==> src/rtl/adcm_pkg.sv <==
package adcm_pkg;
    localparam logic [2:0] OP_OFF     = 3'b000;
    localparam logic [2:0] OP_CONT    = 3'b001;
    localparam logic [2:0] OP_SINGLE  = 3'b010;
    localparam logic [2:0] OP_IDLE    = 3'b011;
    localparam logic [2:0] OP_OFFCAL  = 3'b100;
    localparam logic [2:0] OP_GAINCAL = 3'b101;

    typedef enum logic [1:0] {
        PM_NORMAL = 2'b00,
        PM_LOW    = 2'b01,
        PM_LOWP   = 2'b10,
        PM_RSVD   = 2'b11
    } pmode_e;

    function automatic logic op_counts(input logic [2:0] op);
        return (op == OP_CONT) || (op == OP_SINGLE) ||
               (op == OP_OFFCAL) || (op == OP_GAINCAL);
    endfunction
endpackage

==> src/rtl/adcm_settle.sv <==
module adcm_settle #(
    parameter int unsigned BASE_NOCHOP = 2,
    parameter int unsigned BASE_CHOP   = 3
) (
    input  logic clk,
    input  logic rst_n,
    input  logic clr,
    input  logic step,
    input  logic chop,
    input  logic dbl,
    output logic reach,
    output logic half
);
    localparam int unsigned CW = $clog2(2 * BASE_CHOP + 1);

    logic [CW-1:0] cnt_d, cnt_q;
    logic [CW-1:0] base, target;

    always_comb begin
        base   = chop ? CW'(BASE_CHOP) : CW'(BASE_NOCHOP);
        target = dbl ? CW'(base << 1) : base;
        reach  = step && (cnt_q >= target - CW'(1));
        half   = cnt_q >= base;
        cnt_d  = cnt_q;
        if (clr)
            cnt_d = '0;
        else if (step && (cnt_q < target))
            cnt_d = cnt_q + CW'(1);
    end

    always_ff @(posedge clk or negedge rst_n) begin
        if (!rst_n) cnt_q <= '0;
        else        cnt_q <= cnt_d;
    end


    cnt_bound_chk: assert property (@(posedge clk) disable iff (!rst_n)
        cnt_q <= target);


    half_after_step_chk: assert property (@(posedge clk) disable iff (!rst_n)
        $rose(half) |-> $past(step));
endmodule

==> src/rtl/adcm_outdec.sv <==
module adcm_outdec
    import adcm_pkg::*;
#(
    parameter int unsigned GAIN_W   = 10,
    parameter int unsigned GAIN_LP  = 128,
    parameter int unsigned GAIN_LPP = 512
) (
    input  logic [2:0]        op,
    input  logic [1:0]        pm,
    input  logic              prec_bit,
    input  logic              res_bit,
    input  logic              half,
    output logic              pwr_en,
    output logic              adc_rst,
    output logic              cal_zero_sel,
    output logic              cal_ref_sel,
    output logic              res20k_sel,
    output logic              prec_ref_sel,
    output logic              gain_lock,
    output logic [GAIN_W-1:0] gain_val
);
    always_comb begin
        pwr_en       = (op != OP_OFF);
        adc_rst      = !op_counts(op);
        cal_zero_sel = (op == OP_OFFCAL) || ((op == OP_GAINCAL) && !half);
        cal_ref_sel  = (op == OP_GAINCAL) && half;
        res20k_sel   = res_bit;
        prec_ref_sel = prec_bit && (pmode_e'(pm) == PM_LOW);
        case (pmode_e'(pm))
            PM_LOW: begin
                gain_lock = 1'b1;
                gain_val  = GAIN_W'(GAIN_LP);
            end
            PM_LOWP: begin
                gain_lock = 1'b1;
                gain_val  = GAIN_W'(GAIN_LPP);
            end
            default: begin
                gain_lock = 1'b0;
                gain_val  = '0;
            end
        endcase
    end
endmodule

==> src/rtl/adc_mode_seq.sv <==
module adc_mode_seq
    import adcm_pkg::*;
#(
    parameter int unsigned DW            = 24,
    parameter int unsigned SETTLE_NOCHOP = 2,
    parameter int unsigned SETTLE_CHOP   = 3,
    parameter int unsigned GAIN_W        = 10,
    parameter int unsigned GAIN_LP       = 128,
    parameter int unsigned GAIN_LPP      = 512
) (
    input  logic              clk,
    input  logic              rst_n,
    input  logic              wr_en,
    input  logic [7:0]        wr_data,
    input  logic              stat_rd,
    input  logic              chop_en,
    input  logic              cyc_done,
    input  logic [DW-1:0]     res_data,
    output logic [7:0]        mode_reg,
    output logic              pwr_en,
    output logic              adc_rst,
    output logic              cal_zero_sel,
    output logic              cal_ref_sel,
    output logic              res20k_sel,
    output logic              prec_ref_sel,
    output logic              gain_lock,
    output logic [GAIN_W-1:0] gain_val,
    output logic              conv_rdy,
    output logic              cal_rdy,
    output logic [DW-1:0]     dout,
    output logic              dout_vld,
    output logic [DW-1:0]     offs_coef,
    output logic [DW-1:0]     gain_coef
);
    typedef struct packed {
        logic [6:0]    mode;
        logic          conv;
        logic          cal;
        logic [DW-1:0] dout;
        logic          vld;
        logic [DW-1:0] offs;
        logic [DW-1:0] gain;
    } st_t;

    st_t        st_d, st_q;
    logic [2:0] op;
    logic       step, reach, half, clr, dbl;

    assign op = st_q.mode[2:0];

    always_comb begin
        step = cyc_done && op_counts(op) && !wr_en;
        dbl  = (op == OP_GAINCAL);
        clr  = wr_en || (reach && (op != OP_CONT));

        st_d     = st_q;
        st_d.vld = 1'b0;
        if (stat_rd) begin
            st_d.conv = 1'b0;
            st_d.cal  = 1'b0;
        end
        if (wr_en) begin
            st_d.mode = wr_data[6:0];
        end else if (reach) begin
            case (op)
                OP_CONT: begin
                    st_d.dout = res_data;
                    st_d.vld  = 1'b1;
                    st_d.conv = 1'b1;
                end
                OP_SINGLE: begin
                    st_d.dout      = res_data;
                    st_d.vld       = 1'b1;
                    st_d.conv      = 1'b1;
                    st_d.mode[2:0] = OP_IDLE;
                end
                OP_OFFCAL: begin
                    st_d.offs      = res_data;
                    st_d.conv      = 1'b1;
                    st_d.cal       = 1'b1;
                    st_d.mode[2:0] = OP_IDLE;
                end
                OP_GAINCAL: begin
                    st_d.gain      = res_data;
                    st_d.conv      = 1'b1;
                    st_d.cal       = 1'b1;
                    st_d.mode[2:0] = OP_IDLE;
                end
                default: ;
            endcase
        end
    end

    always_ff @(posedge clk or negedge rst_n) begin
        if (!rst_n) st_q <= '0;
        else        st_q <= st_d;
    end

    adcm_settle #(
        .BASE_NOCHOP (SETTLE_NOCHOP),
        .BASE_CHOP   (SETTLE_CHOP)
    ) u_settle (
        .clk   (clk),
        .rst_n (rst_n),
        .clr   (clr),
        .step  (step),
        .chop  (chop_en),
        .dbl   (dbl),
        .reach (reach),
        .half  (half)
    );

    adcm_outdec #(
        .GAIN_W   (GAIN_W),
        .GAIN_LP  (GAIN_LP),
        .GAIN_LPP (GAIN_LPP)
    ) u_dec (
        .op           (op),
        .pm           (st_q.mode[4:3]),
        .prec_bit     (st_q.mode[5]),
        .res_bit      (st_q.mode[6]),
        .half         (half),
        .pwr_en       (pwr_en),
        .adc_rst      (adc_rst),
        .cal_zero_sel (cal_zero_sel),
        .cal_ref_sel  (cal_ref_sel),
        .res20k_sel   (res20k_sel),
        .prec_ref_sel (prec_ref_sel),
        .gain_lock    (gain_lock),
        .gain_val     (gain_val)
    );

    assign mode_reg  = {1'b0, st_q.mode};
    assign conv_rdy  = st_q.conv;
    assign cal_rdy   = st_q.cal;
    assign dout      = st_q.dout;
    assign dout_vld  = st_q.vld;
    assign offs_coef = st_q.offs;
    assign gain_coef = st_q.gain;


    single_to_idle_chk: assert property (@(posedge clk) disable iff (!rst_n)
        (op == OP_SINGLE && reach && !wr_en) |=> (mode_reg[2:0] == OP_IDLE));


    vld_after_strobe_chk: assert property (@(posedge clk) disable iff (!rst_n)
        dout_vld |-> $past(cyc_done));


    cal_rdy_source_chk: assert property (@(posedge clk) disable iff (!rst_n)
        $rose(cal_rdy) |-> ($past(op) == OP_OFFCAL || $past(op) == OP_GAINCAL));


    rdy_clear_chk: assert property (@(posedge clk) disable iff (!rst_n)
        (stat_rd && !reach) |=> (!conv_rdy && !cal_rdy));
endmodule

==> config.mk <==
export PLATFORM = sky130hd
export DESIGN_NAME = adc_mode_seq
export DESIGN_NICKNAME = d
export VERILOG_FILES = /design/src/rtl/adcm_pkg.sv /design/src/rtl/adcm_settle.sv /design/src/rtl/adcm_outdec.sv /design/src/rtl/adc_mode_seq.sv
export SDC_FILE = /design/constraint.sdc
export NUM_CORES = 1
export LEC_CHECK = 0
export ABC_AREA = 1
export BUFFER_PORTS_ARGS = -buffer_cell sky130_fd_sc_hd__buf_2
export CAP_MARGIN = 20
export CELL_PAD_IN_SITES_DETAIL_PLACEMENT = 1
export CELL_PAD_IN_SITES_GLOBAL_PLACEMENT = 1
export CORE_MARGIN = 2
export CORE_UTILIZATION = 36
export DETAILED_ROUTE_END_ITERATION = 12
export GPL_TIMING_DRIVEN = 0
export PLACE_DENSITY = 0.79
export SYNTH_ARGS = -nofsm -noshare
export SYNTH_HDL_FRONTEND = slang
export SYNTH_HIERARCHICAL = 1
export SYNTH_SLANG_ARGS = --single-unit
export TNS_END_PERCENT = 5
==> constraint.sdc <==
create_clock -name clk -period 3.5 [get_ports clk]
set_input_delay 0 -clock clk [delete_from_list [all_inputs] [get_ports clk]]
set_output_delay 0 -clock clk [all_outputs]
set_load 0.01 [all_outputs]
Yosys cells after proc, flatten, opt, wreduce, memory -nomap -nowiden
Index checks and enable logic that the tools add are counted.
Operators by class
  reduce and logical (&&, ||, !) cells: 29
  bitwise operators: 1
  $lt $le $gt $ge: 3
  add/sub/neg operators: 2
  eq/ne operators: 7
  multiplexer cells: 16
Operators by type and width (count)
  two-way mux 78 bit: 1
  two-way mux 75 bit: 1
  two-way mux 24 bit: 2
  two-way mux 25 bit: 1
  one-hot mux 10 bit (2 select lines): 1
  two-way mux 3 bit: 5
  AND reduction 3 bit: 3
  logical AND 1 bit: 8
  == test 3 bit, second input constant: 2
  >= comparator 3 bit: 2
  nonzero test 2 bit: 3
  OR reduction 2 bit: 3
  logical OR 1 bit: 5
  two-way mux 1 bit: 4
  OR reduction 4 bit: 1
  adder 3 x 1 -> 3 bit, second input constant: 1
  == test 3 x 1 -> 1 bit, second input constant: 1
  == test 3 x 2 -> 1 bit, second input constant: 1
  zero test 1 bit: 3
  < comparator 3 bit: 1
  inequality test 3 x 1 -> 1 bit, second input constant: 1
  nonzero test 3 bit: 1
  OR reduction 3 bit: 1
  subtractor 3 x 1 -> 3 bit, second input constant: 1
  5 further kinds: 5
Word-level totals
  word-level logic and storage cells: 67
  bits in registers: 85

Longest topological paths before layout
Gate-level depths: netlist of run 1.
  depth after elaboration: 10
  mapped depth: 21
  gate-level depth less buffers: 19

Hierarchy
Netlist of run 1, hierarchy kept.
Modules (own cells, without submodules)
  adc_mode_seq: cells each 377, area each 3414.5 um^2, instances 1, seq. area each 2052.0 um^2
  adcm_settle: cells each 53, area each 399.1 um^2, instances 1, seq. area each 75.1 um^2
  adcm_outdec: cells each 27, area each 168.9 um^2, instances 1, seq. area each 0.0 um^2

Least setup slack after synthesis of run 1
OpenSTA, ideal clock, no wires.
  path kind: register to register
  start point: register st_q, in the netlist mode_reg[1]
  end point: register st_q, in the netlist offs_coef[10]
  path slack: 0.675 ns
  setup time: 0.121 ns
  data required time: 3.379 ns
  stages on the path, launching flop included: 21
  arrival time: 2.704 ns
  path through: dfrtp_1 inv_2 nand2_2 inv_2 nand2_4 clkbuf_1 inv_1 inv_1 ha_1 ha_1 nand2_1 o211ai_1 nand2_1 inv_1 inv_2 nor2_8 nand3_2 buf_6 buf_6 nand2_1 o21ai_1
On the way
  elaborated cells between the ends (all ways): 14
  classes of those cells: add/sub (1); order compare (1); eq/ne (4); mux (1); reduce/logical (7)
RTL lines
  start, declared: RTL line adc_mode_seq.sv:45  | st_t st_d, st_q;
  start signal, assigned: RTL line adc_mode_seq.sv:96  | else st_q <= st_d;
  == test 3 bit *: RTL line adc_mode_seq.sv:53  | dbl = (op == OP_GAINCAL);
  via dbl: RTL line adc_mode_seq.sv:47  | logic step, reach, half, clr, dbl;
  two-way mux 3 bit / logical OR 1 bit (equally long branches): RTL line adcm_settle.sv:21, adcm_pkg.sv:18
  subtractor 3 x 1 -> 3 bit / logical AND 1 bit (equally long branches): RTL line adcm_settle.sv:22, adc_mode_seq.sv:52
  >= comparator 3 bit / logical AND 1 bit (equally long branches): RTL line adcm_settle.sv:22, adc_mode_seq.sv:52
  logical AND 1 bit *: RTL line adcm_settle.sv:22  | reach = step && (cnt_q >= target - CW'(1));
  via reach: RTL line adc_mode_seq.sv:47
  AND reduction 3 bit (no source line) *
The timed path passes the listed nets; every way through them passes the cells marked *.
A chain may end at the register's enable or synchronous reset.

Worst setup path in the final report of run 1
  start point: register st_q, in the netlist mode_reg[1]
  end point: register st_q, in the netlist gain_coef[15]
Same word-level chain as after synthesis.

==> flow_metrics.env, run 1 <==
export IMPL_startpoint_type="flip-flop"
export IMPL_mostFrequentLayoutCells="166 x nand2_1, 132 x buf_2, 83 x dfrtp_1, 44 x inv_1, 39 x dlygate4sd3_1"
export IMPL_wl_um=12300
export IMPL_synth_area_leaders="dfrtp_1 53%, nand2_1 16%, nand3_1 4.5%"
export IMPL_cp_arrival_ps=3430
export IMPL_max_cap_violations=0
export IMPL_gp_congestion=0.825
export IMPL_die_area_um2=11900
export IMPL_synth_mux_area_share_pct=0
export IMPL_finalHoldViolCount=0
export IMPL_vias_per_cell=4.72
export IMPL_crit_type="flip-flop to flip-flop"
export IMPL_grt_usage_pct=21.3
export IMPL_synthArstFlopShare_pct=100
export IMPL_antenna_found_initial=0
export IMPL_synth_top_area_share_pct=53.4
export IMPL_ys_seq_area_share_pct=53.4
export IMPL_end_kind="flip-flop"
export IMPL_clock_skew_ps=9.33
export IMPL_p_leak_nw=3.31
export IMPL_drt_iter0_drc=188
export IMPL_cts_path_max_buffers=2
export IMPL_num_rows=38
export IMPL_irDropWorstVdd_mv=0.225
export IMPL_clkLatencyLatePin_ps=360
export IMPL_grt_pass1_vias=3958
export IMPL_clock_sinks=85
export IMPL_layout_commonest_cell="nand2_1"
export IMPL_nFillCells=1320
export IMPL_synth_ff_type="dfrtp_1"
export IMPL_synth_edf_count=0
export IMPL_rsz0062_at_grt="false"
export IMPL_coreArea_um2=10800
export IMPL_synth_compound_area_share_pct=7.63
export IMPL_synth_area_um2=3980
export IMPL_n_antenna_cell=0
export IMPL_fmax_ghz=0.313
export IMPL_crit_fanout=10
export IMPL_synth_fa_ha_area_share_pct=4.40
export IMPL_cellPowerDensity_nw_per_um2=530
export IMPL_die_w_um=109
export IMPL_synth_cell_types=30
export IMPL_synth_top_family_by_area="simple AND/OR/NAND/NOR gates"
export IMPL_timing_final_crit_share_pct=91.2
export IMPL_postSynthAreaPerCell_um2=8.71
export IMPL_final_nets=695
export IMPL_die_h_um=109
export IMPL_detailed_place_hpwl_um=8440
export IMPL_fin_util_pct=50.3
export IMPL_grt_pass1_wl_um=19600
export IMPL_synthCells=457
export IMPL_slew_viol_final=0
export IMPL_first_pass_iters=4
export IMPL_ys_ff_latch=85
export IMPL_drcViolationCount=0
export IMPL_cts_root_buf="clkbuf_8"
export IMPL_yosys_area_share_simple_pct=23.9
export IMPL_synthXorXnorAreaFrac_pct=0
export IMPL_cts_clk_slew_worst_paths_ps=80
export IMPL_instances_no_fill=788
export IMPL_globalRouteOverflowTotal=0
export IMPL_start_util_pct=36.7
export IMPL_num_vias=3716
export IMPL_cts_made_buffers=9
export IMPL_cts_tree="yes"
export IMPL_area_delta_synth_final_pct=36.9
export IMPL_crit_required_ps=3740
export IMPL_drive_gt1_share_pct=30.1
export IMPL_io_pins=138
export IMPL_post_drt_wl_per_cell_um=15.6
export IMPL_post_route_min_period_ps=3190
export IMPL_synth_largest_area_cell="dfrtp_1"
export IMPL_ant_nets=0
export IMPL_status="completed"
export IMPL_grt_max_degree=53
export IMPL_htree_num_levels=3
export IMPL_hp_class="primary input to async pin"
export IMPL_placed_cells=731
export IMPL_synth_warnings=6
export IMPL_setup_viol=0
export IMPL_io_buffer_count=126
## per-layer routing
metal	part of all wire [%]	track usage [%]	up-vias
met2	51	37.3	94
li1	-	-	1782
met4	2.0	8.23	0
met5	0	0	-
met3	3.9	3.35	18
met1	43	26.3	1822
## worst max-delay path, stage by stage, from the launching register on
cell and delay (ps):
dfrtp_2 430, inv_2 80, nand2_2 100, inv_2 110
nand2_4 100, buf_4 210, inv_1 110, inv_1 70
ha_1 310, ha_1 300, nand2_1 50, o211ai_1 170
nand2_1 80, inv_1 90, inv_2 80, nor2_8 180
inv_4 100, buf_2 210, o21ai_0 200, nand2_1 80
## through the flow
stage | area [µm²] | setup WS (ps) | total power [mW] | TNS (ps) | hold WS [ps]
2_1_floorplan | 4010 | 675 | 1.75 | 0 | -296
3_3_place_gp | 4810 | 42.0 | 2.11 | 0 | 199
3_5_place_dp | 4840 | -146 | 2.17 | -3880 | -2.30
4_1_cts | 5430 | 35.7 | 2.91 | 0 | 150
5_1_grt | 5450 | 4.81 | 3.08 | 0 | 179
6_report | 5450 | 308 | 2.89 | 0 | 151
## final timing paths
kind,slack [ps],to,from,cells past startpoint
min in group clk,160,u_settle/cnt_q[1],cyc_done,7
max in group asynchronous,2730,dout[14],rst_n,3
min reg2reg,470,dout[12],dout[12],2
min,150,dout_vld,rst_n,2
max,310,gain_coef[15],mode_reg[1],19
max reg2reg,310,gain_coef[15],mode_reg[1],19
## synth_stat cells, types with 4 or more instances
cell / instances
buf_2: 4
buf_4: 11
buf_6: 8
dfrtp_1: 85
ha_1: 14
inv_1: 44
inv_2: 6
nand2_1: 166
nand3_1: 36
o21ai_0: 25
o21ai_1: 22
o21ai_2: 4
## report_power, final
part	switching [mW]	internal, mW
sequential	0.132	1.20
combinational	0.505	0.352
clock	0.351	0.353
total	0.987	1.90
## timing repair
item / CTS / global route
buffers inserted: 0 / 2
pin swaps: 0 / 1
hold endpoints to repair: 114 / 0
setup endpoints to repair: 55 / 61
resized for setup: 2 / 10
hold buffers: 39 / 0
## final cells by class
cell class / instances / area [µm²] / area share [%]
buffer: 28 / 219 / 4.02
tap: 140 / 175 / 3.21
timing repair buffer: 168 / 1070 / 19.6
sequential: 85 / 2130 / 39.1
inverter: 53 / 203 / 3.72
clock inverter: 3 / 43.8 / 0.803
multi-input combinational: 298 / 1470 / 26.9
clock buffer: 13 / 149 / 2.73
## cells by family after synthesis
logic type	after synthesis
simple gates	219
flops	85
buf+inv	81
compound gates	56
fa+ha+maj	14
other cells	2
Note: power is estimated with default switching activity, not from simulation.
==> run 2: changes to the inputs <==
CELL_PAD_IN_SITES_GLOBAL_PLACEMENT = 2   (was 1)
CORE_UTILIZATION = 28   (was 36)
PLACE_DENSITY = 0.78   (was 0.79)
==> run 2 against run 1 <==
Compared with the run above:
- sequential share of layout area fell by 1.1 points
- first-iteration DRC count fell by 31%
- largest power group unchanged
- cell count rose by 4.7%
- register-to-register slack barely moved
- sequential power barely moved
- critical path depth did not move
- maximum frequency rose by 0.34%
- clock power rose by 45%
- routed wire length fell by 0.85%
- clock skew fell by 1.9 ps
==> flow_metrics.env, run 2 (synthesis gave the netlist of run 1 again) <==
export IMPL_status="completed"
export IMPL_die_w_um=123
export IMPL_drive_gt1_share_pct=30.2
export IMPL_grt_max_degree=54
export IMPL_power_mw=3.19
export IMPL_start_util_pct=28.7
export IMPL_layout_commonest_cell="nand2_1"
export IMPL_cellPowerDensity_nw_per_um2=570
export IMPL_crit_type="flip-flop to flip-flop"
export IMPL_coreArea_um2=13900
export IMPL_r2r_end="gain_coef[16]"
export IMPL_io_buffer_count=126
export IMPL_slew_viol_final=0
export IMPL_grt_usage_pct=16.6
export IMPL_fmax_ghz=0.314
export IMPL_timing_final_crit_share_pct=90.9
export IMPL_die_h_um=123
export IMPL_num_rows=43
export IMPL_cp_arrival_ps=3400
export IMPL_antenna_found_initial=0
export IMPL_slew_headroom_pct=66.3
export IMPL_reg2reg_slack_ps=320
export IMPL_seqCellArea_um2=2130
export IMPL_hold_slack_ps=9.24
export IMPL_rsz0062_at_grt="false"
export IMPL_gr_usage_met1_pct=20.1
export IMPL_cp_startpoint="mode_reg[1]"
export IMPL_cts_root_buf="clkbuf_16"
export IMPL_grt_pass1_wl_um=19200
export IMPL_clock_skew_ps=7.38
export IMPL_globalRouteOverflowTotal=0
export IMPL_post_route_min_period_ps=3180
export IMPL_p_leak_nw=3.36
export IMPL_grt_use_met2_pct=28.6
export IMPL_post_drt_wl_per_cell_um=14.8
export IMPL_io_pins=138
export IMPL_instances_no_fill=825
export IMPL_crit_required_ps=3720
export IMPL_met3_usage_pct=3.60
export IMPL_cts_made_buffers=9
export IMPL_gp_congestion=0.812
export IMPL_busiest_layer="met2"
export IMPL_drcViolationCount=0
export IMPL_grt_pass1_vias=3817
export IMPL_n_antenna_cell=0
export IMPL_place_area_um2=4890
export IMPL_num_vias=3660
export IMPL_wl_um=12200
export IMPL_nFillCells=1690
export IMPL_multiInputGateArea_um2=1470
export IMPL_clkLatencyLatePin_ps=340
export IMPL_crit_path_end="gain_coef[16]"
export IMPL_clock_sinks=85
export IMPL_reg2regPathDepth=19
export IMPL_area_delta_synth_final_pct=40.6
export IMPL_irDropWorstVdd_mv=0.217
export IMPL_crit_fanout=10
export IMPL_detailed_place_hpwl_um=8910
export IMPL_die_area_um2=15200
export IMPL_r2r_start="mode_reg[1]"
export IMPL_max_cap_violations=0
export IMPL_end_kind="flip-flop"
export IMPL_finalHoldViolCount=0
export IMPL_drt_iter0_drc=129
export IMPL_finalInstanceArea_um2=5600
export IMPL_startpoint_type="flip-flop"
export IMPL_setup_viol=0
export IMPL_cts_path_max_buffers=2
export IMPL_vias_per_cell=4.44
export IMPL_first_pass_iters=4
export IMPL_worstMarginPinSlew_ps=505
export IMPL_hp_class="primary input to flip-flop"
export IMPL_mostFrequentLayoutCells="166 x nand2_1, 131 x buf_2, 84 x dfrtp_1, 44 x inv_1, 37 x dlygate4sd3_1"
export IMPL_final_nets=693
export IMPL_cts_clk_slew_worst_paths_ps=60
export IMPL_ant_nets=0
export IMPL_placed_cells=771
export IMPL_htree_num_levels=3
export IMPL_cts_tree="yes"
## run 2: routing by layer
layer | up-vias | share of wire (%)
met1 | 1769 | 43
met5 | - | 0
met2 | 95 | 50
met4 | 0 | 1.9
li1 | 1779 | -
met3 | 17 | 5.1
## run 2: cell type report
| type | count | share of cell area, % |
|---|---|---|
| Buffer | 28 | 3.87 |
| Clock buffer | 11 | 4.34 |
| Clock inverter | 4 | 1.30 |
| Inverter | 53 | 3.62 |
| Multi-Input combinational cell | 298 | 26.2 |
| Sequential cell | 85 | 38.0 |
| Tap cell | 180 | 4.02 |
| Timing Repair Buffer | 166 | 18.7 |
## run 2: power by group
group / switching [mW] / internal, mW
clock network: 0.385 / 0.640
logic: 0.489 / 0.347
registers: 0.132 / 1.20
## run 2: worst min path at each step
stage	from	to	slack (ps)	cells past startpoint
finish	wr_data[1]	mode_reg[1]	9	5
global route	wr_data[1]	mode_reg[1]	50	5
CTS	wr_data[1]	mode_reg[1]	9	5
detailed placement	rst_n	offs_coef[10]	-20	1
global placement	wr_data[6]	mode_reg[6]	200	3
floorplan	rst_n	cal_rdy	-300	0
## run 2: metrics by stage
step	utilization [%]	setup slack (ps)	TNS (ps)
3_3_place_gp	35.0	25.8	0
3_5_place_dp	35.3	-68.9	-652
5_1_grt	40.3	2.58	0
6_report	40.3	319	0
2_1_floorplan	-	675	0
4_1_cts	40.2	103	0
## run 2: critical path, stage by stage (launching register included)
cell and delay [ps]:
dfrtp_2 440, inv_2 80, nand2_2 70, inv_2 100, nand2_4 100, buf_2 220
inv_1 120, inv_1 80, ha_1 290, ha_1 300, nand2_1 60, o211ai_1 220
nand2_1 80, inv_1 100, inv_2 80, nor2_8 150, inv_4 90, clkbuf_2 200
o21ai_0 210, nand2_1 60
## run 2: repair_timing
item / CTS / global route
setup buffers: 0 / 2
hold endpoints to repair: 112 / 0
pin swaps: 0 / 1
resized for setup: 2 / 5
setup endpoints to repair: 19 / 45
hold buffers: 37 / 0
==> run 3: changes to the inputs <==
CORE_MARGIN = 4   (was 2)
==> run 3 against run 2 <==
Compared with the run above:
- total power is 1.3% lower
- first-iteration DRC count is 14% higher
- design area is 0.16% lower
- hold slack better by 35 ps
- clock skew is 3.3 ps lower
- global-route usage is 0.71 points lower
- routed wire length is 2.6% higher
- highest routed layer unchanged
==> flow_metrics.env, run 3 (synthesis gave the netlist of run 1 again) <==
export IMPL_cts_path_max_buffers=2
export IMPL_die_w_um=127
export IMPL_io_pins=138
export IMPL_num_vias=3643
export IMPL_slew_viol_final=0
export IMPL_post_drt_wl_per_cell_um=15.1
export IMPL_hp_class="primary input to flip-flop"
export IMPL_power_mw=3.15
export IMPL_drt_iter0_drc=147
export IMPL_instances_no_fill=825
export IMPL_io_buffer_count=126
export IMPL_mostFrequentLayoutCells="166 x nand2_1, 130 x buf_2, 85 x dfrtp_1, 44 x inv_1, 38 x dlygate4sd3_1"
export IMPL_detailed_place_hpwl_um=9150
export IMPL_crit_type="flip-flop to flip-flop"
export IMPL_cts_tree="yes"
export IMPL_place_ws_ps=-56.7
export IMPL_ant_nets=0
export IMPL_cp_cell_sequence="inv_2 > nand2_2 > inv_2 > nand2_4 > buf_4 > inv_1 > inv_1 > ha_1 > ha_1 > nand2_1 > o211ai_1 > nand2_1 > inv_1 > inv_2 > nor2_8 > buf_4 > nand2_4 > buf_6 > nand2_1 > nand2_1"
export IMPL_antenna_found_initial=0
export IMPL_layout_setup_ws_ps=302
export IMPL_n_antenna_cell=0
export IMPL_drive_gt1_share_pct=30.1
export IMPL_setup_viol=0
export IMPL_drcViolationCount=0
export IMPL_first_pass_iters=4
export IMPL_post_route_min_period_ps=3200
export IMPL_end_kind="flip-flop"
export IMPL_slew_headroom_pct=61.9
export IMPL_layout_commonest_cell="nand2_1"
export IMPL_clock_skew_ps=4.07
export IMPL_grt_max_degree=46
export IMPL_cellPowerDensity_nw_per_um2=564
export IMPL_area_delta_synth_final_pct=40.4
export IMPL_num_rows=43
export IMPL_cp_arrival_ps=3430
export IMPL_coreArea_um2=13900
export IMPL_cts_clk_slew_worst_paths_ps=60
export IMPL_max_cap_violations=0
export IMPL_vias_per_cell=4.42
export IMPL_die_h_um=127
export IMPL_die_area_um2=16200
export IMPL_htree_num_levels=3
export IMPL_cp_common_cell="nand2_1"
export IMPL_nFillCells=1675
export IMPL_timing_final_crit_share_pct=91.4
export IMPL_startpoint_type="flip-flop"
export IMPL_clock_sinks=85
export IMPL_start_util_pct=28.7
export IMPL_finalInstanceArea_um2=5590
export IMPL_crit_required_ps=3730
export IMPL_clkLatencyLatePin_ps=340
export IMPL_crit_fanout=10
export IMPL_crit_path_top_delay_cell="dfrtp_1"
export IMPL_grt_pass1_wl_um=20400
export IMPL_finalHoldViolCount=0
export IMPL_p_leak_nw=3.35
export IMPL_cts_made_buffers=9
export IMPL_globalRouteOverflowTotal=0
export IMPL_placed_cells=771
export IMPL_cts_root_buf="clkbuf_16"
export IMPL_hold_slack_ps=44.6
export IMPL_status="completed"
export IMPL_worstMarginPinSlew_ps=571
export IMPL_wl_um=12500
export IMPL_fmax_ghz=0.313
export IMPL_grt_usage_pct=15.9
export IMPL_place_area_um2=4890
export IMPL_max_stage_delay_ps=440
export IMPL_rsz0062_at_grt="false"
export IMPL_irDropWorstVdd_mv=0.224
export IMPL_gp_congestion=0.796
export IMPL_grt_pass1_vias=3891
export IMPL_final_nets=693
-- run 3: per-stage QoR --
stage                     util, %  setup TNS, ps
after floorplan                 -              0
after global placement       35.0              0
after detailed placement     35.3           -603
after CTS                    40.2              0
after global routing         40.3              0
final                        40.3              0
-- run 3: worst paths after layout --
check                            startpoint             to  slack, ps  cells after the start
worst min-delay path                  wr_en    mode_reg[0]         40                      5
worst max register to register  mode_reg[1]        dout[7]        300                     20
worst min register to register     dout[17]       dout[17]        470                      2
max in group asynchronous             rst_n       dout[23]       2670                      3
worst max-delay path            mode_reg[1]        dout[7]        300                     20
min in group asynchronous             rst_n  offs_coef[12]        210                      2
-- run 3: what timing repair did --
action                                 CTS  global route
setup buffers                            0             1
endpoints found under the hold margin  121             0
pin swaps                                0             1
hold buffers                            38             0
resized for setup                        2             7
setup endpoints to repair               40            45
-- run 3: worst max-delay path: cells and delay by family (launching register included) --
| kind | cells | cell delay, ps |
|---|---|---|
| buf+inv | 9 | 1140 |
| flops | 1 | 440 |
| simple gates | 8 | 700 |
| fa+ha+maj | 2 | 590 |
| compound gates | 1 | 220 |
-- run 3: cell type report --
class	instances	area, µm²	share of cell area [%]
Sequential cell	85	2130	38.0
Multi-Input combinational cell	298	1470	26.2
Timing Repair Buffer	166	1050	18.8
Clock buffer	11	253	4.52
Tap cell	180	225	4.03
Buffer	28	221	3.96
Inverter	53	203	3.63
Clock inverter	4	47.5	0.850
-- run 3: layer usage --
layer / up-vias / track usage (%) / share of wire, %
met3: 9 / 2.88 / 4.9
met2: 100 / 26.8 / 49
met1: 1752 / 20.5 / 44
met5: - / 0 / 0
li1: 1782 / - / -
met4: 0 / 5.55 / 1.5
-- run 3: power breakdown --
| group | leakage, nW | switching (mW) | total (mW) | internal (mW) |
|---|---|---|---|---|
| combinational | 2.06 | 0.487 | 0.834 | 0.348 |
| clock | 0.147 | 0.395 | 0.981 | 0.586 |
| sequential | 1.15 | 0.136 | 1.34 | 1.20 |
| total | 3.35 | 1.02 | 3.15 | 2.13 |
